$ cat src/rtl/irqsel_pkg.sv
package irqsel_pkg;
    localparam int SRC_W   = 4;
    localparam int AI_BIT  = 4;
    localparam int SRC_DS  = 0;
    localparam int SRC_LST = 1;
    localparam int SRC_INI = 2;
    localparam int SRC_TST = 3;

    typedef enum logic [1:0] {
        PTR_IE   = 2'b00,
        PTR_CTL  = 2'b01,
        PTR_STAT = 2'b10,
        PTR_RSV  = 2'b11
    } ptr_e;

    function automatic logic [1:0] ptr_clamp(input logic [1:0] code);
        return (code == 2'b11) ? 2'b10 : code;
    endfunction

    function automatic logic [1:0] ptr_step(input logic [1:0] p);
        return (p >= 2'b10) ? 2'b10 : p + 2'b01;
    endfunction
endpackage

$ cat src/rtl/irqsel_ptr.sv
module irqsel_ptr
    import irqsel_pkg::*;
(
    input  logic       clk,
    input  logic       rst_n,
    input  logic       sel,
    input  logic       cmd_vld,
    input  logic [1:0] cmd_code,
    input  logic       cmd_ai,
    input  logic       wr_vld,
    input  logic       rd_vld,
    output logic [1:0] ptr,
    output logic       wr_ok
);
    typedef struct packed {
        logic [1:0] ptr;
        logic       ai;
    } pst_t;

    pst_t st_d, st_q;

    always_comb begin
        st_d = st_q;
        if (sel) begin
            if (cmd_vld) begin
                st_d.ptr = ptr_clamp(cmd_code);
                st_d.ai  = cmd_ai;
            end else if ((wr_vld || rd_vld) && st_q.ai) begin
                st_d.ptr = ptr_step(st_q.ptr);
            end
        end
    end

    always_ff @(posedge clk or negedge rst_n) begin
        if (!rst_n) st_q <= '0;
        else        st_q <= st_d;
    end

    assign ptr   = st_q.ptr;
    assign wr_ok = (st_q.ptr != PTR_STAT);

    // command code 01 lands on the control register
    a_r1_cmd_ctl: assert property (@(posedge clk) disable iff (!rst_n)
        (sel && cmd_vld && cmd_code == 2'b01) |=> (ptr == PTR_CTL));
    // auto-increment steps from enable to control
    a_r2_ai_step: assert property (@(posedge clk) disable iff (!rst_n)
        (sel && !cmd_vld && (wr_vld || rd_vld) && st_q.ai && ptr == PTR_IE) |=> (ptr == PTR_CTL));
    // auto-increment sticks at status
    a_r2_ai_sticks: assert property (@(posedge clk) disable iff (!rst_n)
        (sel && !cmd_vld && ptr == PTR_STAT) |=> (ptr == PTR_STAT));
endmodule

$ cat src/rtl/irqsel_src.sv
module irqsel_src
    import irqsel_pkg::*;
(
    input  logic             clk,
    input  logic             rst_n,
    input  logic             ie_we,
    input  logic [SRC_W-1:0] ie_wd,
    input  logic             stat_rd,
    input  logic             ds_act,
    input  logic             ev_lost,
    input  logic             ev_init,
    input  logic             tst,
    output logic [SRC_W-1:0] ie,
    output logic [SRC_W-1:0] stat,
    output logic             irq_n
);
    typedef struct packed {
        logic [SRC_W-1:0] ie;
        logic             lost;
        logic             init;
        logic             irq_n;
    } sst_t;

    sst_t st_d, st_q;
    logic [SRC_W-1:0] stat_now;

    always_comb begin
        stat_now          = '0;
        stat_now[SRC_DS]  = ds_act;
        stat_now[SRC_LST] = st_q.lost;
        stat_now[SRC_INI] = st_q.init;
        stat_now[SRC_TST] = tst;

        st_d       = st_q;
        if (ie_we) st_d.ie = ie_wd;
        st_d.lost  = ev_lost | (st_q.lost & ~stat_rd);
        st_d.init  = ev_init | (st_q.init & ~stat_rd);
        st_d.irq_n = ~|(stat_now & ~st_q.ie);
    end

    always_ff @(posedge clk or negedge rst_n) begin
        if (!rst_n) begin
            st_q       <= '0;
            st_q.irq_n <= 1'b1;
        end else begin
            st_q <= st_d;
        end
    end

    assign ie    = st_q.ie;
    assign stat  = stat_now;
    assign irq_n = st_q.irq_n;

    // unmasked downstream source pulls the line low
    a_r5_ds_pulls: assert property (@(posedge clk) disable iff (!rst_n)
        (ds_act && !st_q.ie[SRC_DS]) |=> !irq_n);
    // fully masked line stays released
    a_r9_all_masked: assert property (@(posedge clk) disable iff (!rst_n)
        (&st_q.ie) |=> irq_n);
    // read clears a sticky bit when no new event arrives
    a_r8_clear: assert property (@(posedge clk) disable iff (!rst_n)
        (stat_rd && !ev_lost) |=> !st_q.lost);
    // an event wins over a concurrent read
    a_r8_set_wins: assert property (@(posedge clk) disable iff (!rst_n)
        ev_init |=> st_q.init);
endmodule

$ cat src/rtl/dual_irq_regs.sv
module dual_irq_regs
    import irqsel_pkg::*;
#(
    parameter  int NMST  = 2,
    localparam int SEL_W = (NMST > 1) ? $clog2(NMST) : 1
) (
    input  logic             clk,
    input  logic             rst_n,
    input  logic [SEL_W-1:0] acc_sel,
    input  logic             cmd_vld,
    input  logic [7:0]       cmd_byte,
    input  logic             wr_vld,
    input  logic [7:0]       wr_byte,
    output logic             wr_ack,
    input  logic             rd_vld,
    output logic [7:0]       rd_byte,
    input  logic [7:0]       ctl_rd_byte,
    output logic             ctl_we,
    output logic [7:0]       ctl_wd,
    input  logic             ds_irq_n,
    input  logic [NMST-1:0]  ev_lost,
    input  logic [NMST-1:0]  ev_init,
    input  logic [NMST-1:0]  tst_lvl,
    output logic [NMST-1:0]  irq_n
);
    logic [1:0]       ptr_v  [NMST];
    logic             wok_v  [NMST];
    logic [SRC_W-1:0] ie_v   [NMST];
    logic [SRC_W-1:0] stat_v [NMST];
    logic             unused_cmd;

    assign unused_cmd = ^{cmd_byte[7:5], cmd_byte[3:2]};

    for (genvar m = 0; m < NMST; m++) begin : g_mst
        localparam logic [SEL_W-1:0] MID = SEL_W'(m);
        logic sel_m;
        assign sel_m = (acc_sel == MID);

        irqsel_ptr u_ptr (
            .clk      (clk),
            .rst_n    (rst_n),
            .sel      (sel_m),
            .cmd_vld  (cmd_vld),
            .cmd_code (cmd_byte[1:0]),
            .cmd_ai   (cmd_byte[AI_BIT]),
            .wr_vld   (wr_vld),
            .rd_vld   (rd_vld),
            .ptr      (ptr_v[m]),
            .wr_ok    (wok_v[m])
        );

        irqsel_src u_src (
            .clk     (clk),
            .rst_n   (rst_n),
            .ie_we   (sel_m && wr_vld && !cmd_vld && ptr_v[m] == PTR_IE),
            .ie_wd   (wr_byte[SRC_W-1:0]),
            .stat_rd (sel_m && rd_vld && !cmd_vld && ptr_v[m] == PTR_STAT),
            .ds_act  (~ds_irq_n),
            .ev_lost (ev_lost[m]),
            .ev_init (ev_init[m]),
            .tst     (tst_lvl[m]),
            .ie      (ie_v[m]),
            .stat    (stat_v[m]),
            .irq_n   (irq_n[m])
        );

        // a write aimed at status leaves the enable register alone
        a_r4_stat_ro: assert property (@(posedge clk) disable iff (!rst_n)
            (sel_m && wr_vld && !cmd_vld && ptr_v[m] == PTR_STAT) |=> $stable(ie_v[m]));
    end

    always_comb begin
        wr_ack = wr_vld && wok_v[acc_sel];
        ctl_we = wr_vld && !cmd_vld && (ptr_v[acc_sel] == PTR_CTL);
        ctl_wd = wr_byte;
        case (ptr_v[acc_sel])
            PTR_IE:  rd_byte = {{(8-SRC_W){1'b0}}, ie_v[acc_sel]};
            PTR_CTL: rd_byte = ctl_rd_byte;
            default: rd_byte = {{(8-SRC_W){1'b0}}, stat_v[acc_sel]};
        endcase
    end

    // no acknowledge and no control strobe at the status register
    a_r4_nak: assert property (@(posedge clk) disable iff (!rst_n)
        (wr_vld && ptr_v[acc_sel] == PTR_STAT) |-> (!wr_ack && !ctl_we));
endmodule

$ cat config.mk
export PLATFORM = sky130hd
export DESIGN_NAME = dual_irq_regs
export DESIGN_NICKNAME = d
export VERILOG_FILES = /design/src/rtl/irqsel_pkg.sv /design/src/rtl/irqsel_ptr.sv /design/src/rtl/irqsel_src.sv /design/src/rtl/dual_irq_regs.sv
export SDC_FILE = /design/constraint.sdc
export NUM_CORES = 1
export LEC_CHECK = 0
export ABC_AREA = 1
export CAP_MARGIN = 40
export CELL_PAD_IN_SITES_DETAIL_PLACEMENT = 0
export CELL_PAD_IN_SITES_GLOBAL_PLACEMENT = 1
export CORE_ASPECT_RATIO = 0.9
export CORE_UTILIZATION = 28
export DETAILED_ROUTE_END_ITERATION = 6
export PLACE_DENSITY_LB_ADDON = 0.08
export RECOVER_POWER = 100
export SYNTH_ARGS = -nofsm -noshare
export SYNTH_HDL_FRONTEND = slang
export SYNTH_SLANG_ARGS = --single-unit
$ cat constraint.sdc
create_clock -name clk -period 1.2 [get_ports clk]
set_input_delay 0.24 -clock clk [delete_from_list [all_inputs] [get_ports clk]]
set_output_delay 0.24 -clock clk [all_outputs]
set_load 0.01 [all_outputs]
==> results of run 1 <==
## layer usage
layer,GRT usage (%),vias to the layer above,wire (µm)
li1,-,730,-
met1,23.2,659,1860
met2,28.1,45,1840
met3,2.90,4,224
met4,6.01,0,59
met5,0,-,0
## area by class of cell
cell class,count,share of cell area (%)
Multi-Input combinational cell,131,34.0
Timing Repair Buffer,81,30.9
Sequential cell,20,23.9
Inverter,25,4.93
Tap cell,62,3.68
Clock buffer,4,2.61
## cells by family after synthesis
logic type             count (synthesis)  share of synthesized area, %
AO/OA/AOI/OAI                         17                          6.98
flip-flops                            20                          39.0
buffers and inverters                 37                          14.9
AND/OR/NAND/NOR                      113                          39.1
## layout by cell type (no fill, tap or decap), drive strengths merged, types with 3 or more instances in the layout
cell and instances:
nand2 76, buf 48, inv 25, clkdlybuf4s50 22
nand3 22, dfrtp 18, nor2 13, o21ai 10
clkbuf 9, o22ai 4, a21oi 3
## what timing repair did
action	4_1_cts	5_1_grt
buffers inserted	1	4
cloned	1	0
hold buffers	0	0
gates resized for setup	81	25
pin swaps	8	14
setup endpoints to repair	33	27
## flip-flops by register name (all words and copies together), names as in the netlist
signal             flops
g_mst.u_ptr.st_q       2
g_mst.u_src.stat       4
g_mst.u_ptr.ptr        4
g_mst.u_src.irq_n      2
g_mst.u_src.ie         8
## how the worst min path moves through the flow
stage	endpoint	slack [ns]	from	cells past startpoint
floorplan	g_mst[0].u_ptr.ptr[0]	-0.06	rst_n	0
global placement	g_mst[0].u_src.stat[1]	0.46	g_mst[0].u_src.stat[1]	2
detailed placement	g_mst[0].u_src.stat[1]	0.47	g_mst[0].u_src.stat[1]	2
CTS	g_mst[1].u_src.ie[2]	0.31	rst_n	2
global route	ctl_wd[4]	0.48	wr_byte[4]	0
finish	g_mst[1].u_src.ie[2]	0.47	rst_n	2
## power by group through the flow
stage | registers, µW | logic [µW] | clock network (µW)
2_1_floorplan | 967 | 562 | 0
3_5_place_dp | 985 | 1190 | 0
4_1_cts | 973 | 1230 | 532
6_report | 975 | 1340 | 518
3_3_place_gp | 978 | 1170 | 0
5_1_grt | 996 | 1490 | 559
## synthesized netlist by cell type, drive strengths merged
cell type	number
buf	12
o22ai	4
a21oi	3
inv	25
dfrtp	18
nor3	1
o21ai	10
nand3	22
dfstp	2
nand4	2
nand2	75
nor2	13
## critical path, cell delays in order, from the launching register on
cell     delay [ns]
dfrtp_1        0.39
inv_2          0.08
nand2_4        0.07
nand2_4        0.12
nand2_4        0.09
nor3_4         0.11
buf_2          0.16
## stage by stage
step / power, µW / cells / setup TNS, ns
finish: 2840 / 323 / -2.84
global route: 3040 / 323 / -3.97
CTS: 2730 / 321 / -2.91
detailed placement: 2170 / 315 / -17.91
global placement: 2150 / 315 / -17.35
floorplan: 1530 / 187 / 0
==> flow_metrics.tcl, run 1 <==
set metrics [dict create \
    place_hpwl_um 3020 \
    p_leak_uw 0.00115 \
    syn_inst 187 \
    gp_congestion 0.808 \
    hold_ws_ns 0.470 \
    die_w_um 73.6 \
    yosysSeqAreaShare_pct 39.0 \
    worst_pin_slew_ns 0.515 \
    clock.fmax_ghz 0.662 \
    grt_overflow 0 \
    p_comb_share_pct 47.4 \
    synth_area_leader_cell "dfrtp_1" \
    endpoint_kind "output port" \
    core_um2 4430 \
    clkPwrFrac_pct 18.3 \
    swShare_pct 36.4 \
    rows 23 \
    ctsHtreeMaxLevel 1 \
    start_kind "flip-flop" \
    switchingPower_uw 1030 \
    dpl_cell_area_um2 1980 \
    vias_per_cell 4.45 \
    worst-path-max-fanout 5 \
    numCtsBuffers 3 \
    stdcell_area_um2 2110 \
    cp-startpoint "g_mst[1].u_ptr.ptr[1]" \
    avgRoutedWirePerCell_um 12.3 \
    violations "negative setup slack" \
    antenna_cells 0 \
    min_period_over_period_pct 126 \
    clk-insertion-delay-late_ns 0.26 \
    finalHoldViolCount 0 \
    reg2reg_slack_ns -0.08 \
    final_util_pct 47.5 \
    synth_area_leaders "dfrtp_1 (35%), nand2_1 (20%), nand3_1 (8.5%)" \
    ys_types 19 \
    crit_path_end "ctl_we" \
    cts.path.max_buffers 2 \
    ys_warn_count 0 \
    timing.final.crit_period_ns 1.51 \
    io_buffers 43 \
    syn_area_um2 1290 \
    io_pins 57 \
    fp.dieH_um 66.4 \
    grt_usage_pct 17.4 \
    maxSlewHeadroom_pct 65.7 \
    ir_drop_uv 531 \
    fill_cells 468 \
    path_class "reg2out" \
    cts_tree "built" \
    dp_slack_ns -1.01 \
    worst_slack_ns -0.311 \
    dieArea_um2 4890 \
    slew_viol_final 0 \
    arrival_ns 1.27 \
    grt_pass1_wl_um 6440 \
    grt_max_degree 21 \
    grt_setup_unrepaired "yes" \
    grt_pass1_vias 1448 \
    area_growth_pct 63.2 \
    final_nets 299 \
    antenna_found_initial 0 \
    ys_seq_elements 20 \
    power_density_nw_per_um2 1350 \
    hold_path.class "in2async" \
    required_ns 0.96 \
    outcome "finished with violations" \
    ff2ff_path_depth 6 \
    r2r_end "g_mst[0].u_src.ie[1]" \
    drt-total-wl_um 3980 \
    p_int_uw 1800 \
    setup_viol 14 \
    num_vias 1438 \
    clock_skew_ns 0.00597 \
    root_buffer "clkbuf_8" \
    syn_area_per_cell_um2 6.91 \
    drc 0 \
    r2r-start "g_mst[0].u_ptr.ptr[0]" \
    synth_top_area_share_pct 34.9 \
    path_clk_slew_ns 0.08 \
    power_frac_seq_pct 34.4 \
    drtIter0Drc 49 \
    syn-num-nets 224 \
    postRouteAntennaNets 0 \
    drt-pass1-iter-count 4 \
    multi_input_area_um2 716 \
    maxCapViolations 0 \
    cts.sinks 20 \
    start_util_pct 29.1 \
    seqCellArea_um2 503 \
    layout-drive-gt1-share_pct 35.2 \
]
(Power assumes the default switching activity.)
==> run 2, diff against run 1 <==
- TNS_END_PERCENT: not set -> 1
==> run 2 against run 1 <==
The run still ends with negative setup slack left. Register-to-register slack got worse by 0.02 ns. Critical path depth unchanged. First-iteration DRC count grew 63%. Global-route usage decreased by 0.065 points. Clock power about the same. Worst setup slack better by 0.0098 ns. Via count shrank 0.76%. Critical path type unchanged. Highest routed layer unchanged.
==> flow_metrics.tcl, run 2 (same netlist as run 1, synthesis figures left out) <==
set metrics [dict create \
    outcome "finished with violations" \
    violations "negative setup slack" \
    grt_max_degree 21 \
    final_common_cell "nand2_1" \
    ctsHtreeMaxLevel 1 \
    dieArea_um2 4890 \
    mostFrequentLayoutCells "nand2_1 (65), buf_4 (34), clkdlybuf4s50_1 (22), inv_1 (21), nand3_1 (21)" \
    clkPwrFrac_pct 18.7 \
    numCtsBuffers 3 \
    required_ns 0.96 \
    setup_viol 20 \
    grt_overflow 0 \
    fp.dieH_um 66.4 \
    swShare_pct 36.0 \
    drc 0 \
    largest_reg_flops 8 \
    timing.final.crit_period_ns 1.50 \
    num_vias 1427 \
    endpoint_kind "output port" \
    maxSlewHeadroom_pct 66.1 \
    start_util_pct 29.1 \
    grt_usage_pct 17.3 \
    layout-drive-gt1-share_pct 30.7 \
    p_leak_uw 0.00112 \
    clk-insertion-delay-late_ns 0.26 \
    setup_tns_ns -3.30 \
    grt_pass1_vias 1446 \
    r2r-start "g_mst[1].u_ptr.ptr[1]" \
    drt-total-wl_um 3840 \
    io_pins 57 \
    postRouteAntennaNets 0 \
    clock_skew_ns 0.00576 \
    arrival_ns 1.26 \
    antenna_found_initial 0 \
    worst_pin_slew_ns 0.508 \
    final_nets 299 \
    gp_congestion 0.808 \
    cp-startpoint "g_mst[0].u_ptr.ptr[1]" \
    drtIter0Drc 80 \
    worst_slack_ns -0.301 \
    maxCapViolations 0 \
    antenna_cells 0 \
    final_util_pct 46.6 \
    grt_pass1_wl_um 6420 \
    power_density_nw_per_um2 1340 \
    cts.path.max_buffers 2 \
    vias_per_cell 4.42 \
    path_clk_slew_ns 0.08 \
    hold_path.class "in2async" \
    start_kind "flip-flop" \
    place_hpwl_um 3020 \
    area_growth_pct 60.0 \
    switchingPower_uw 999 \
    slew_viol_final 0 \
    avgRoutedWirePerCell_um 11.9 \
    power_frac_seq_pct 35.0 \
    die_w_um 73.6 \
    min_period_over_period_pct 125 \
    cts.sinks 20 \
    p_int_uw 1770 \
    io_buffers 43 \
    grt_setup_unrepaired "yes" \
    finalHoldViolCount 0 \
    hold_ws_ns 0.467 \
    rows 23 \
    core_um2 4430 \
    root_buffer "clkbuf_8" \
    cts_tree "built" \
    p_comb_share_pct 46.3 \
    drt-pass1-iter-count 4 \
    path_class "reg2out" \
    ir_drop_uv 527 \
    worst-path-max-fanout 5 \
    clock.fmax_ghz 0.666 \
]
-- run 2: cell types whose count changed in the layout (fill, tap and decap cells not counted), moves of 3 or more --
cell | before | now
nand2_1 | 62 | 65
nand2_4 | 8 | 5
nand3_1 | 18 | 21
nand3_2 | 4 | 1
o21ai_1 | 1 | 4
-- run 2: path summary, 6_finish.rpt --
kind | end | slack (ns) | cells past startpoint
worst max-delay path | ctl_we | -0.30 | 6
worst min-delay path | g_mst[1].u_src.ie[2] | 0.47 | 2
worst max register to register | g_mst[1].u_ptr.ptr[1] | -0.10 | 8
worst min register to register | g_mst[0].u_src.stat[1] | 0.49 | 2
max in group asynchronous | g_mst[1].u_src.irq_n | 0.38 | 2
min in group clk | ctl_wd[6] | 0.48 | 0
-- run 2: power groups by stage --
stage	clock [µW]	sequential, µW	combinational [µW]
floorplan	0	967	562
global placement	0	978	1170
detailed placement	0	985	1190
CTS	532	973	1200
global route	559	993	1430
finish	518	971	1280
-- run 2: layout make-up --
type,count,area [µm²]
Fill cell,475,2370
Multi-Input combinational cell,131,686
Timing Repair Buffer,81,641
Sequential cell,20,503
Inverter,25,104
Tap cell,62,77.6
Clock buffer,4,55.1
-- run 2: what timing repair did --
action / 4_1_cts / 5_1_grt
gates cloned: 1 / 0
gates resized for setup: 76 / 18
buffers inserted: 1 / 2
pin swaps: 5 / 3
endpoints found under the setup margin: 33 / 26
hold buffers: 0 / 0
-- run 2: layer usage --
| layer | routed length [µm] | part of all wire [%] | GRT usage (%) |
|---|---|---|---|
| met3 | 232 | 6.0 | 2.90 |
| met4 | 37 | 0.96 | 6.01 |
| met1 | 1800 | 47 | 23.0 |
| met2 | 1770 | 46 | 28.1 |
| met5 | 0 | 0 | 0 |
-- run 2: per-stage QoR --
step	power (µW)	cell area, µm²	setup WS (ns)	cells
floorplan	1530	1290	0.0594	187
CTS	2710	2040	-0.344	321
detailed placement	2170	1980	-1.01	315
global placement	2150	1980	-0.970	315
global route	2990	2070	-0.380	323
finish	2770	2070	-0.301	323
-- run 2: critical path, stage by stage (launching register included) --
cell     delay, ns
dfrtp_1       0.39
inv_1         0.10
nand2_4       0.09
nand2_8       0.10
nand2_8       0.06
nor3_4        0.10
buf_2         0.15
==> run 3, diff against run 2 <==
- SKIP_CTS_REPAIR_TIMING: not set -> 1
==> run 3 against run 2 <==
The run still ends with negative setup slack left. Largest cell class is now buffers. Total power fell by 1.2%. Register-to-register slack improved by 0.11 ns. Worst hold slack got worse by 0.0018 ns. Design area is 0.36% lower. Worst setup slack worse by 0.067 ns. Highest routed layer unchanged. Routed wire length about the same. Combinational power about the same. Sequential power about the same. Clock power about the same.
==> flow_metrics.tcl, run 3 (same netlist as run 1, synthesis figures left out) <==
set metrics [dict create \
    place_hpwl_um 3020 \
    maxSlewHeadroom_pct 66.4 \
    switchingPower_uw 968 \
    fp.dieH_um 66.4 \
    path_buf_inv 3 \
    ctsHtreeMaxLevel 1 \
    avgRoutedWirePerCell_um 11.8 \
    layout-drive-gt1-share_pct 30.4 \
    p_comb_share_pct 45.5 \
    vias_per_cell 4.40 \
    num_vias 1430 \
    clk-insertion-delay-late_ns 0.26 \
    arrival_ns 1.33 \
    seqCellArea_um2 503 \
    multi_input_area_um2 647 \
    clock_skew_ns 0.00627 \
    cts.sinks 20 \
    power_density_nw_per_um2 1330 \
    hold_path.class "in2async" \
    drt-total-wl_um 3840 \
    grt_usage_pct 16.5 \
    worst_pin_slew_ns 0.504 \
    hold_ws_ns 0.465 \
    maxCapViolations 0 \
    critPathSlowestCell "dfrtp_1" \
    antenna_cells 0 \
    p_int_uw 1770 \
    grt_setup_unrepaired "yes" \
    area_growth_pct 59.4 \
    power_uw 2740 \
    worst-path-max-fanout 5 \
    setup_viol 16 \
    grt_pass1_vias 1400 \
    timing.final.crit_period_ns 1.57 \
    cts.path.max_buffers 2 \
    path_class "reg2out" \
    drtIter0Drc 56 \
    dieArea_um2 4890 \
    drt-pass1-iter-count 4 \
    start_util_pct 29.1 \
    clkPwrFrac_pct 18.9 \
    endpoint_kind "output port" \
    power_frac_seq_pct 35.5 \
    fill_cells 479 \
    cts_tree "built" \
    p_leak_uw 0.00117 \
    mostFrequentLayoutCells "nand2_1 (66), buf_4 (35), clkdlybuf4s50_1 (23), nand3_1 (22), inv_1 (20)" \
    stdcell_area_um2 2060 \
    min_period_over_period_pct 131 \
    dpl_cell_area_um2 1980 \
    violations "negative setup slack" \
    worst_slack_ns -0.368 \
    ir_drop_uv 528 \
    outcome "finished with violations" \
    gp_congestion 0.808 \
    required_ns 0.96 \
    path_cells "inv_2, nand2_4, nand2_4, buf_6, nand2_4, nor3_2, buf_2" \
    grt_max_degree 21 \
    finalHoldViolCount 0 \
    rows 23 \
    grt_overflow 0 \
    final_common_cell "nand2_1" \
    path_delay_family "flip-flops" \
    clock.fmax_ghz 0.638 \
    postRouteAntennaNets 0 \
    start_kind "flip-flop" \
    slew_viol_final 0 \
    numCtsBuffers 3 \
    final_cell_count_no_fill 325 \
    dp_cells 315 \
    cpPeakStageDelay_ns 0.40 \
    io_buffers 43 \
    core_um2 4430 \
    grt_pass1_wl_um 6160 \
    root_buffer "clkbuf_8" \
    final_util_pct 46.4 \
    antenna_found_initial 0 \
    die_w_um 73.6 \
    crit_top_cell "nand2_4" \
    io_pins 57 \
    largest_reg_flops 8 \
    final_nets 301 \
    path_clk_slew_ns 0.08 \
    swShare_pct 35.3 \
    drc 0 \
]
[run 3: cell count changes in the layout (fill, tap and decap cells not counted), sizes merged]
cell | previous run | this run
clkdlybuf4s15 | 2 | 0
clkdlybuf4s50 | 22 | 23
dlygate4sd2 | 1 | 0
clkbuf | 12 | 11
dlymetal6s2s | 1 | 5
buf | 45 | 46
[run 3: final cells by class]
type / instances / share of cell area, %
multi-input cells: 131 / 31.4
inverters: 25 / 4.80
clock buffers: 4 / 2.67
repair buffers: 83 / 32.9
flip-flops and latches: 20 / 24.4
well taps: 62 / 3.77
[run 3: layer usage]
layer / vias up / GRT usage (%) / share of wire [%]
li1: 733 / - / -
met1: 652 / 22.4 / 48
met2: 43 / 26.0 / 46
met5: - / 0 / 0
met4: 0 / 6.01 / 0.49
met3: 2 / 2.90 / 6.0
[run 3: power groups by stage]
stage / Sequential (µW) / Combinational (µW) / Clock [µW]
2_1_floorplan: 967 / 562 / 0
5_1_grt: 994 / 1400 / 559
3_3_place_gp: 978 / 1170 / 0
4_1_cts: 972 / 1190 / 532
6_report: 974 / 1250 / 519
3_5_place_dp: 985 / 1190 / 0
[run 3: path summary, 6_finish.rpt]
| kind | slack [ns] | startpoint | end | depth (start not counted) |
|---|---|---|---|---|
| max in group asynchronous | 0.38 | rst_n | g_mst[1].u_src.irq_n | 2 |
| min in group clk | 0.48 | wr_byte[6] | ctl_wd[6] | 0 |
| hold / removal | 0.47 | rst_n | g_mst[1].u_src.ie[2] | 2 |
| setup / recovery | -0.37 | g_mst[0].u_ptr.ptr[1] | ctl_we | 7 |
| hold reg to reg | 0.49 | g_mst[0].u_src.stat[1] | g_mst[0].u_src.stat[1] | 2 |
| setup reg to reg | 0.01 | g_mst[1].u_ptr.ptr[1] | g_mst[1].u_ptr.ptr[1] | 7 |
[run 3: stage by stage]
stage / setup WS (ns) / TNS, ns
floorplan: 0.0594 / 0
global placement: -0.970 / -17.35
finish: -0.368 / -3.00
global route: -0.469 / -4.89
CTS: -1.01 / -13.90
detailed placement: -1.01 / -17.91
